==> config.mk <==
export PLATFORM = sky130hd
export DESIGN_NAME = card_slot_seq
export DESIGN_NICKNAME = d
export VERILOG_FILES = /design/src/rtl/cardseq_pkg.sv /design/src/rtl/card_edge_sync.sv /design/src/rtl/card_tick_counter.sv /design/src/rtl/card_chan_fsm.sv /design/src/rtl/card_slot_seq.sv
export SDC_FILE = /design/constraint.sdc
export NUM_CORES = 1
export LEC_CHECK = 0
export ABC_AREA = 0
export BUFFER_PORTS_ARGS = -buffer_cell sky130_fd_sc_hd__buf_2
export CAP_MARGIN = 20
export CELL_PAD_IN_SITES_DETAIL_PLACEMENT = 0
export CELL_PAD_IN_SITES_GLOBAL_PLACEMENT = 1
export CORE_UTILIZATION = 43
export DETAILED_ROUTE_END_ITERATION = 10
export GPL_ROUTABILITY_DRIVEN = 0
export PLACE_DENSITY_LB_ADDON = 0.1
export SKIP_LAST_GASP = 1
export SYNTH_ARGS = -nofsm -noshare
export SYNTH_HDL_FRONTEND = slang
export SYNTH_HIERARCHICAL = 1
export SYNTH_SLANG_ARGS = --single-unit
export TNS_END_PERCENT = 20
==> constraint.sdc <==
create_clock -name clk -period 2.7 [get_ports clk]
set_clock_uncertainty 0.05 [all_clocks]
set_input_delay 0.27 -clock clk [delete_from_list [all_inputs] [get_ports clk]]
set_output_delay 0.27 -clock clk [all_outputs]
set_load 0.01 [all_outputs]
==> src/rtl/cardseq_pkg.sv <==
package cardseq_pkg;

  typedef enum logic [2:0] {
    PH_OFF,
    PH_HOLD,
    PH_POWER,
    PH_LINK,
    PH_ON,
    PH_DEACT,
    PH_DRAIN
  } phase_t;

  typedef struct packed {
    logic reg_en;
    logic rst_rel;
    logic data_rel;
    logic clk_rel;
    logic ready;
  } slot_out_t;

  // bits needed to hold values 0..n
  function automatic int unsigned cnt_width(input int unsigned n);
    return (n < 2) ? 1 : $clog2(n + 1);
  endfunction

  function automatic int unsigned max_u(input int unsigned a, input int unsigned b);
    return (a > b) ? a : b;
  endfunction

  // line controls implied by a phase; clk_hold forces the clock low in wind-down
  function automatic slot_out_t phase_outputs(input phase_t ph, input logic clk_hold);
    slot_out_t o;
    o.reg_en   = (ph == PH_POWER) || (ph == PH_LINK) || (ph == PH_ON) ||
                 (ph == PH_DEACT) || (ph == PH_DRAIN);
    o.rst_rel  = (ph == PH_LINK) || (ph == PH_ON);
    o.data_rel = (ph == PH_LINK) || (ph == PH_ON) || (ph == PH_DEACT);
    o.clk_rel  = (ph == PH_ON) || ((ph == PH_DEACT) && !clk_hold);
    o.ready    = (ph == PH_ON);
    return o;
  endfunction

endpackage

==> src/rtl/card_edge_sync.sv <==
module card_edge_sync #(
  parameter int unsigned STAGES = 2
) (
  input  logic clk,
  input  logic rst_n,
  input  logic din,
  output logic rise
);
  localparam int unsigned LEN = (STAGES < 2) ? 2 : STAGES;

  logic [LEN:0] chain;

  always_ff @(posedge clk or negedge rst_n) begin
    if (!rst_n) chain <= '0;
    else        chain <= {chain[LEN-1:0], din};
  end

  assign rise = chain[LEN-1] & ~chain[LEN];
endmodule

==> src/rtl/card_tick_counter.sv <==
module card_tick_counter #(
  parameter int unsigned W = 8
) (
  input  logic         clk,
  input  logic         rst_n,
  input  logic         clear,
  input  logic         inc,
  output logic [W-1:0] value
);
  always_ff @(posedge clk or negedge rst_n) begin
    if (!rst_n)     value <= '0;
    else if (clear) value <= '0;
    else if (inc)   value <= value + W'(1);
  end
endmodule

==> src/rtl/card_chan_fsm.sv <==
module card_chan_fsm
  import cardseq_pkg::*;
#(
  parameter int unsigned DEACT_CYC  = 1800,
  parameter int unsigned PG_TIMEOUT = 400000
) (
  input  logic clk,
  input  logic rst_n,
  input  logic en,
  input  logic pwr_good,
  input  logic cc_rise,
  output logic reg_en,
  output logic rst_rel,
  output logic data_rel,
  output logic clk_rel,
  output logic ready,
  output logic fault
);
  localparam int unsigned TW = cnt_width(max_u(DEACT_CYC, PG_TIMEOUT));

  phase_t     state, nxt;
  logic [TW-1:0] tick;
  logic [1:0] edges;
  logic       clk_hold;
  logic       pg_expired;
  logic       tick_last_pg, tick_last_dc, second_rise, phase_change;
  logic       tick_inc, edge_inc;
  slot_out_t  lines;

  assign tick_last_pg = (tick == TW'(PG_TIMEOUT - 1));
  assign tick_last_dc = (tick == TW'(DEACT_CYC - 1));
  assign second_rise  = cc_rise && (edges == 2'd1);

  always_comb begin
    nxt        = state;
    pg_expired = 1'b0;
    unique case (state)
      PH_OFF:   if (en) nxt = PH_HOLD;
      PH_HOLD:  nxt = en ? PH_POWER : PH_OFF;
      PH_POWER: begin
        if (!en)               nxt = PH_DRAIN;
        else if (pwr_good)     nxt = PH_LINK;
        else if (tick_last_pg) begin
          nxt        = PH_DRAIN;
          pg_expired = 1'b1;
        end
      end
      PH_LINK:  begin
        if (!en)              nxt = PH_DEACT;
        else if (second_rise) nxt = PH_ON;
      end
      PH_ON:    if (!en) nxt = PH_DEACT;
      PH_DEACT: if (tick_last_dc) nxt = PH_DRAIN;
      PH_DRAIN: nxt = PH_OFF;
      default:  nxt = PH_OFF;
    endcase
  end

  assign phase_change = (nxt != state);
  assign tick_inc     = (state == PH_POWER) || (state == PH_DEACT);
  assign edge_inc     = cc_rise && (edges != 2'd3) &&
                        ((state == PH_LINK) || (state == PH_DEACT));

  card_tick_counter #(.W(TW)) u_tick (
    .clk   (clk),
    .rst_n (rst_n),
    .clear (phase_change),
    .inc   (tick_inc),
    .value (tick)
  );

  card_tick_counter #(.W(2)) u_edges (
    .clk   (clk),
    .rst_n (rst_n),
    .clear (phase_change),
    .inc   (edge_inc),
    .value (edges)
  );

  always_ff @(posedge clk or negedge rst_n) begin
    if (!rst_n) state <= PH_OFF;
    else        state <= nxt;
  end

  // clock stays low in wind-down if it was never released, or after two edges
  always_ff @(posedge clk or negedge rst_n) begin
    if (!rst_n)                                  clk_hold <= 1'b0;
    else if (state != PH_DEACT && nxt == PH_DEACT) clk_hold <= (state == PH_LINK);
    else if (state == PH_DEACT && second_rise)   clk_hold <= 1'b1;
    else if (state != PH_DEACT)                  clk_hold <= 1'b0;
  end

  always_ff @(posedge clk or negedge rst_n) begin
    if (!rst_n)          fault <= 1'b0;
    else if (pg_expired) fault <= 1'b1;
  end

  assign lines    = phase_outputs(state, clk_hold);
  assign reg_en   = lines.reg_en;
  assign rst_rel  = lines.rst_rel;
  assign data_rel = lines.data_rel;
  assign clk_rel  = lines.clk_rel;
  assign ready    = lines.ready;
endmodule

==> src/rtl/card_slot_seq.sv <==
module card_slot_seq #(
  parameter int unsigned NCH         = 2,
  parameter int unsigned DEACT_CYC   = 1800,
  parameter int unsigned PG_TIMEOUT  = 400000,
  parameter int unsigned SYNC_STAGES = 2
) (
  input  logic           clk,
  input  logic           rst_n,
  input  logic           card_clk,
  input  logic [NCH-1:0] slot_en,
  input  logic [NCH-1:0] pwr_good,
  output logic [NCH-1:0] reg_en,
  output logic [NCH-1:0] card_rst_rel,
  output logic [NCH-1:0] card_data_rel,
  output logic [NCH-1:0] card_clk_rel,
  output logic [NCH-1:0] slot_ready,
  output logic [NCH-1:0] pg_fault
);
  logic cc_rise;

  card_edge_sync #(.STAGES(SYNC_STAGES)) u_sync (
    .clk   (clk),
    .rst_n (rst_n),
    .din   (card_clk),
    .rise  (cc_rise)
  );

  for (genvar ch = 0; ch < NCH; ch++) begin : g_slot
    card_chan_fsm #(
      .DEACT_CYC  (DEACT_CYC),
      .PG_TIMEOUT (PG_TIMEOUT)
    ) u_fsm (
      .clk      (clk),
      .rst_n    (rst_n),
      .en       (slot_en[ch]),
      .pwr_good (pwr_good[ch]),
      .cc_rise  (cc_rise),
      .reg_en   (reg_en[ch]),
      .rst_rel  (card_rst_rel[ch]),
      .data_rel (card_data_rel[ch]),
      .clk_rel  (card_clk_rel[ch]),
      .ready    (slot_ready[ch]),
      .fault    (pg_fault[ch])
    );
  end
endmodule

### Yosys cells after proc, flatten, opt, wreduce, memory -nomap -nowiden

Cells that the tools add are included.

| operators by class | value |
|---|---|
| $add $sub $neg | 4 |
| bitwise gates (word level) | 2 |
| equality and inequality tests | 26 |
| multiplexer cells | 42 |
| reduce and logical (&&, ||, !) cells | 40 |

Operators by type and width:

| cell | count |
|---|---|
| 2-to-1 mux 19 bit | 4 |
| 2-to-1 mux 3 bit | 16 |
| adder 19 x 1 -> 19 bit, second input constant | 2 |
| equality test 19 x 11 -> 1 bit, second input constant | 2 |
| equality test 19 bit, second input constant | 2 |
| one-hot mux 3 bit (6 select lines) | 2 |
| equality test 3 bit, second input constant | 8 |
| logical OR 1 bit | 18 |
| 2-to-1 mux 1 bit | 14 |
| equality test 3 x 2 -> 1 bit, second input constant | 4 |
| logical AND 1 bit | 12 |
| 2-to-1 mux 2 bit | 6 |
| nonzero test 2 bit | 4 |
| equality test 3 x 1 -> 1 bit, second input constant | 2 |
| zero test 3 bit | 2 |
| != test 3 bit | 2 |
| != test 3 bit, second input constant | 2 |
| nonzero test 3 bit | 2 |
| adder 2 x 1 -> 2 bit, second input constant | 2 |
| equality test 2 x 1 -> 1 bit, second input constant | 2 |
| != test 2 bit, second input constant | 2 |
| zero test 1 bit | 2 |
| AND 1 bit | 1 |
| NOT 1 bit | 1 |

| word-level totals | value |
|---|---|
| output and inout port bits | 12 |
| register bits after elaboration | 55 |
| logic and storage cells | 125 |
| input bits | 7 |

### Depth between registers and ports, before layout

| logic depth | value |
|---|---|
| word-level depth | 9 |
| mapped depth | 10 |
| mapped depth without buffers | 10 |

### Hierarchy

Netlist, hierarchy kept.

By module, submodules not included:

| module | instances | area an instance (sq um) | sequential area each (sq um) | cells each |
|---|---|---|---|---|
| card_tick_counter at g_slot[0].u_fsm.u_tick ... | 2 | 979.7 | 475.5 | 101 |
| card_chan_fsm | 2 | 493.0 | 125.1 | 65 |
| card_tick_counter at g_slot[0].u_fsm.u_edges ... | 2 | 88.8 | 50.0 | 7 |
| card_edge_sync | 1 | 88.8 | 75.1 | 4 |

### Worst setup path after synthesis

No wires, ideal clock.

| timing | value |
|---|---|
| path type | register -> register |
| start point | register g_slot[0].u_fsm.u_tick.value[13] |
| end point | register g_slot[0].u_fsm.u_tick.value[18] |
| cell stages (with the launch flop) | 10 |
| setup slack | 0.180 ns |
| setup time | 0.125 ns |
| buffers on the path | 0 |
| arrival time | 2.346 ns |
| period minus slack after synthesis | 2.520 ns |
| data required time | 2.525 ns |
| path through | dfrtp_1 > nor4_2 > nand4b_1 > nor4_2 > nor2_1 > nand3_1 > o211a_1 > nand2_1 > nor4_1 > mux2_2 |

| on the way | value |
|---|---|
| longest elaborated chain between the ends | 7 |
| elaborated cells between the ends (all ways) | 12 |
| those cells by class | 1 x add/sub; 3 x eq/ne; 7 x mux; 1 x reduce/logical |

RTL lines:

| what | RTL line | text |
|---|---|---|
| from (decl) | card_tick_counter.sv:8 | `output logic [W-1:0] value` |
| from (signal assigned) | card_tick_counter.sv:13 | `else if (inc) value <= value + W'(1);` |
| equality test 19 bit | card_chan_fsm.sv:30 | `assign tick_last_pg = (tick == TW'(PG_TIMEOUT - 1));` |
| 2-to-1 mux 3 bit | card_chan_fsm.sv:43 | `else if (tick_last_pg) begin` |
| 2-to-1 mux 3 bit | card_chan_fsm.sv:42 | `else if (pwr_good) nxt = PH_LINK;` |
| 2-to-1 mux 3 bit | card_chan_fsm.sv:41 | `if (!en) nxt = PH_DRAIN;` |
| one-hot mux 3 bit (6 select lines) * | card_chan_fsm.sv:37 | `unique case (state)` |
| != test 3 bit * | card_chan_fsm.sv:59 | `assign phase_change = (nxt != state);` |
| via g_slot[0].u_fsm.phase_change | card_chan_fsm.sv:26 | `logic tick_last_pg, tick_last_dc, second_rise, phase_change;` |
| 2-to-1 mux 19 bit / nonzero test 2 bit (equally long branches) | -- |  |

Mark *: on every way through the listed nets, which the timed path passes. The rest lies on a longest branch. The select of a mux whose other input is x is not followed.
A chain may end at the register's enable or synchronous reset.

### Worst setup path after layout

| timing | value |
|---|---|
| start point | register g_slot[1].u_fsm.u_tick.value[13] |
| end point | register g_slot[1].u_fsm.u_tick.value[18] |

| on the way | value |
|---|---|
| longest elaborated chain between the ends | 7 |
| elaborated cells between the ends (all ways) | 12 |
| those cells by class | 1 x add/sub; 3 x eq/ne; 7 x mux; 1 x reduce/logical |

RTL lines:

| what | RTL line |
|---|---|
| from (decl) | card_tick_counter.sv:8 |
| from (signal assigned) | card_tick_counter.sv:13 |
| equality test 19 bit | card_chan_fsm.sv:30 |
| 2-to-1 mux 3 bit | card_chan_fsm.sv:43 |
| 2-to-1 mux 3 bit | card_chan_fsm.sv:42 |
| 2-to-1 mux 3 bit | card_chan_fsm.sv:41 |
| one-hot mux 3 bit (6 select lines) * | card_chan_fsm.sv:37 |
| != test 3 bit * | card_chan_fsm.sv:59 |
| via g_slot[1].u_fsm.phase_change | card_chan_fsm.sv:26 |
| 2-to-1 mux 19 bit / nonzero test 2 bit (equally long branches) | -- |

Marks and branches as above.

==> results.py <==
metrics = {
    "grt": {
        "grt-ovfl-total": 0,
        "grt_max_degree": 40,
        "grt_pass1_vias": 2499,
        "grt_pass1_wl_mm": 12.19,
        "gr-usage-met2_pct": 28.32,
        "grtUsageMet3_pct": 4.104,
        "grt_use_met1_pct": 31.63,
        "track_usage_pct": 20.29,
        "grt.busiest_layer": "met1",
        "antenna_found_initial": 0,
    },
    "die": {
        "die_area_um2": 7819,
        "io_pins": 19,
        "fp.dieW_um": 88.43,
        "coreArea_um2": 7253,
        "initial_core_util_pct": 44.28,
        "die_y_um": 88.43,
        "rows": 31,
    },
    "pwr": {
        "power.density_nw_per_um2": 671.4,
        "p_comb_share_pct": 42.4,
        "p_leak_nw": 1.645,
        "p_switching_mw": 0.9989,
        "peakVddDrop_mv": 0.2573,
        "swShare_pct": 39.04,
        "intPower_mw": 1.560,
        "power_mw": 2.559,
        "pwr-share-clk_pct": 20.8,
        "p_seq_share_pct": 36.8,
    },
    "synth": {
        "avgSynthCellArea_um2": 9.177,
        "syn_area_um2": 3212,
        "async_flop_share_pct": 100.0,
        "ys_ff_latch": 55,
        "synth_cell_types": 51,
        "ys_seq_area_share_pct": 42.85,
        "synth_edf_count": 0,
        "synth_ff_type": "dfrtp_1",
        "ys_warn_count": 6,
        "syn-instance-count": 350,
        "synth_fp_nets": 359,
    },
    "detailed_routing": {
        "drc": 0,
        "ant_nets": 0,
        "viasPerCell": 5.556,
        "wl_per_cell_um": 14.65,
        "firstDrtPassIters": 4,
        "drt-initial-drc-count": 129,
        "wirelength_mm": 7.324,
        "vias": 2778,
    },
    "worst_setup_path": {
        "startpoint": "g_slot[1].u_fsm/u_tick/value[13]",
        "worstPathMaxFanout": 4,
        "crit_arrival_ns": 2.68,
        "cp_slowest_cell": "dfrtp_1",
        "end_kind": "flip-flop",
        "r2r_start": "g_slot[1].u_fsm/u_tick/value[13]",
        "critPathMostFrequentCell": "nor4_2",
        "cp-start-kind": "flip-flop",
        "crit_type": "reg -> reg",
        "path_cells": "nor4_2 > nand4b_1 > nor2_2 > o211ai_1 > nand3_1 > o211a_1 > nand2_1 > nor4_2 > mux2_2",
        "max_stage_delay_ns": 0.40,
        "cp_data_required_time_ns": 2.85,
    },
    "sta": {
        "timing.setup.tns_ns": 0,
        "fin_crit_ns": 2.523,
        "rsz0062_at_grt": "yes",
        "worst_slew_pin_slew_ns": 0.6901,
        "slew_headroom_pct": 53.51,
        "setup_viol": 0,
        "hold_viol": 0,
        "finalMaxSlewViolations": 0,
        "hold_slack_ns": 0.2445,
        "fmax_ghz": 0.3963,
        "fin_crit_sh_pct": 93.45,
    },
    "cells_and_area": {
        "drive_above_1_share_pct": 23.19,
        "diodes": 0,
        "syn_to_final_growth_pct": 18.66,
        "final_core_util_pct": 52.54,
        "fin_nets": 410,
    },
    "clock_tree": {
        "cts_tree": "built",
        "clk_pin_slew_ns": 0.10,
        "clk_latency_ns": 0.31,
        "cts.sinks": 55,
        "root_buffer": "clkbuf_8",
        "numCtsBuffers": 5,
        "cts_buffer_depth": 2,
        "htreeDepth": 2,
    },
    "hold_path": {
        "hold_class": "in -> reg",
        "hp-start": "slot_en[1]",
    },
    "placed_design": {
        "hpwl_mm": 5.221,
        "io_buffers": 18,
    },
    "run_status": {
        "status": "finished, final reports clean",
    },
    "job": {
        "max-cap-violations": 0,
    },
}
[sequential cells by signal, summed over array words and instances, names as in the netlist]
name and count:
g_slot.u_fsm/clk_hold 2, u_sync/chain 3, g_slot.u_fsm/fault 2, g_slot.u_fsm/state 6, g_slot.u_fsm/u_tick/value 38, g_slot.u_fsm/u_edges/value 4
[layout by cell type, fill, tap and decap left out, drive strengths merged, types with 4 or more instances in the layout]
| cell | n |
|---|---|
| a21oi | 16 |
| nand4 | 20 |
| nor2b | 7 |
| buf | 56 |
| nand2b | 6 |
| nor3 | 4 |
| or3 | 4 |
| nor4b | 6 |
| clkbuf | 6 |
| nand2 | 24 |
| nand3 | 14 |
| nor2 | 48 |
| a21o | 4 |
| a31o | 6 |
| inv | 6 |
| dfrtp | 55 |
| and4 | 4 |
| o21ai | 22 |
| and3 | 8 |
| xor2 | 12 |
| mux2i | 4 |
| xnor2 | 12 |
| nor4 | 10 |
| nand3b | 4 |
[layer usage]
layer,up-vias,part of all wire [%],wire [µm]
li1,1390,-,-
met1,1303,53,3859
met5,-,0,0
met3,7,5.4,396
met2,78,41,2994
met4,0,1.0,74
[cell usage after synthesis, types with 6 or more instances]
cell type,instances,area (µm²)
dfrtp_1,55,1376
nor2_1,48,180.2
nand2_1,24,90.09
o21ai_0,22,110.1
nand4_1,18,112.6
a21oi_1,14,70.07
nand3_1,14,70.07
xnor2_1,12,105.1
xor2_1,12,105.1
clkbuf_1,8,30.03
a31o_2,6,52.55
and3_1,6,37.54
buf_2,6,30.03
inv_1,6,22.52
nand2b_1,6,37.54
nor2b_1,6,37.54
nor4_1,6,37.54
nor4b_1,6,52.55
[what timing repair did]
item | 4_1_cts | 5_1_grt
buffers inserted | 0 | 1
resized for setup | 0 | 7
setup endpoints to repair | 0 | 4
hold buffers | 1 | 1
endpoints found under the hold margin | 16 | 1
[stage by stage]
| step | instances | worst slack, ns | area (µm²) |
|---|---|---|---|
| after floorplan | 350 | 0.1798 | 3212 |
| after global placement | 490 | 0.2018 | 3643 |
| after detailed placement | 490 | 0.1305 | 3643 |
| after CTS | 498 | 0.09840 | 3756 |
| after global routing | 500 | -0.04249 | 3811 |
| final | 500 | 0.1769 | 3811 |
[worst max-delay path: cells and delay by family, from the launching register on]
kind | cells | cell delay, ns
AND/OR/NAND/NOR | 6 | 1.31
multiplexers | 1 | 0.36
flip-flops | 1 | 0.40
AO/OA/AOI/OAI | 2 | 0.29
[area by class of cell]
cell class	instances	area, µm²
fillers	677	3442
multi-input cells	275	1789
flip-flops and latches	55	1378
repair buffers	58	395.4
well taps	99	123.9
clock buffers	6	72.57
clock inverters	1	30.03
inverters	6	22.52
[path summary, 6_finish.rpt]
check | to | slack [ns] | cells past startpoint
setup reg to reg | g_slot[1].u_fsm/u_tick/value[18] | 0.18 | 9
setup / recovery | g_slot[1].u_fsm/u_tick/value[18] | 0.18 | 9
hold / removal | g_slot[1].u_fsm/fault | 0.24 | 2
min in group asynchronous | g_slot[1].u_fsm/clk_hold | 0.36 | 2
max in group asynchronous | g_slot[0].u_fsm/u_tick/value[6] | 1.38 | 3
hold reg to reg | u_sync/chain[1] | 0.32 | 0
[logic make-up after synthesis]
family	after synthesis	share of synthesized area [%]
muxes	6	1.948
AOI/OAI and AO/OA	70	14.49
buffers and inverters	20	2.571
DFF	55	42.85
and+or+nand+nor	173	30.81
xor gates and xnor gates	24	6.545
adders and majority gates	2	0.7790
[power by group through the flow]
stage	logic, mW	clock network (mW)	registers, mW
global placement	1.08	0	0.951
global route	1.22	0.591	0.955
floorplan	0.748	0	0.939
CTS	1.08	0.554	0.938
detailed placement	1.07	0	0.955
finish	1.09	0.533	0.941
No activity file was read; power rests on OpenSTA's default activity.
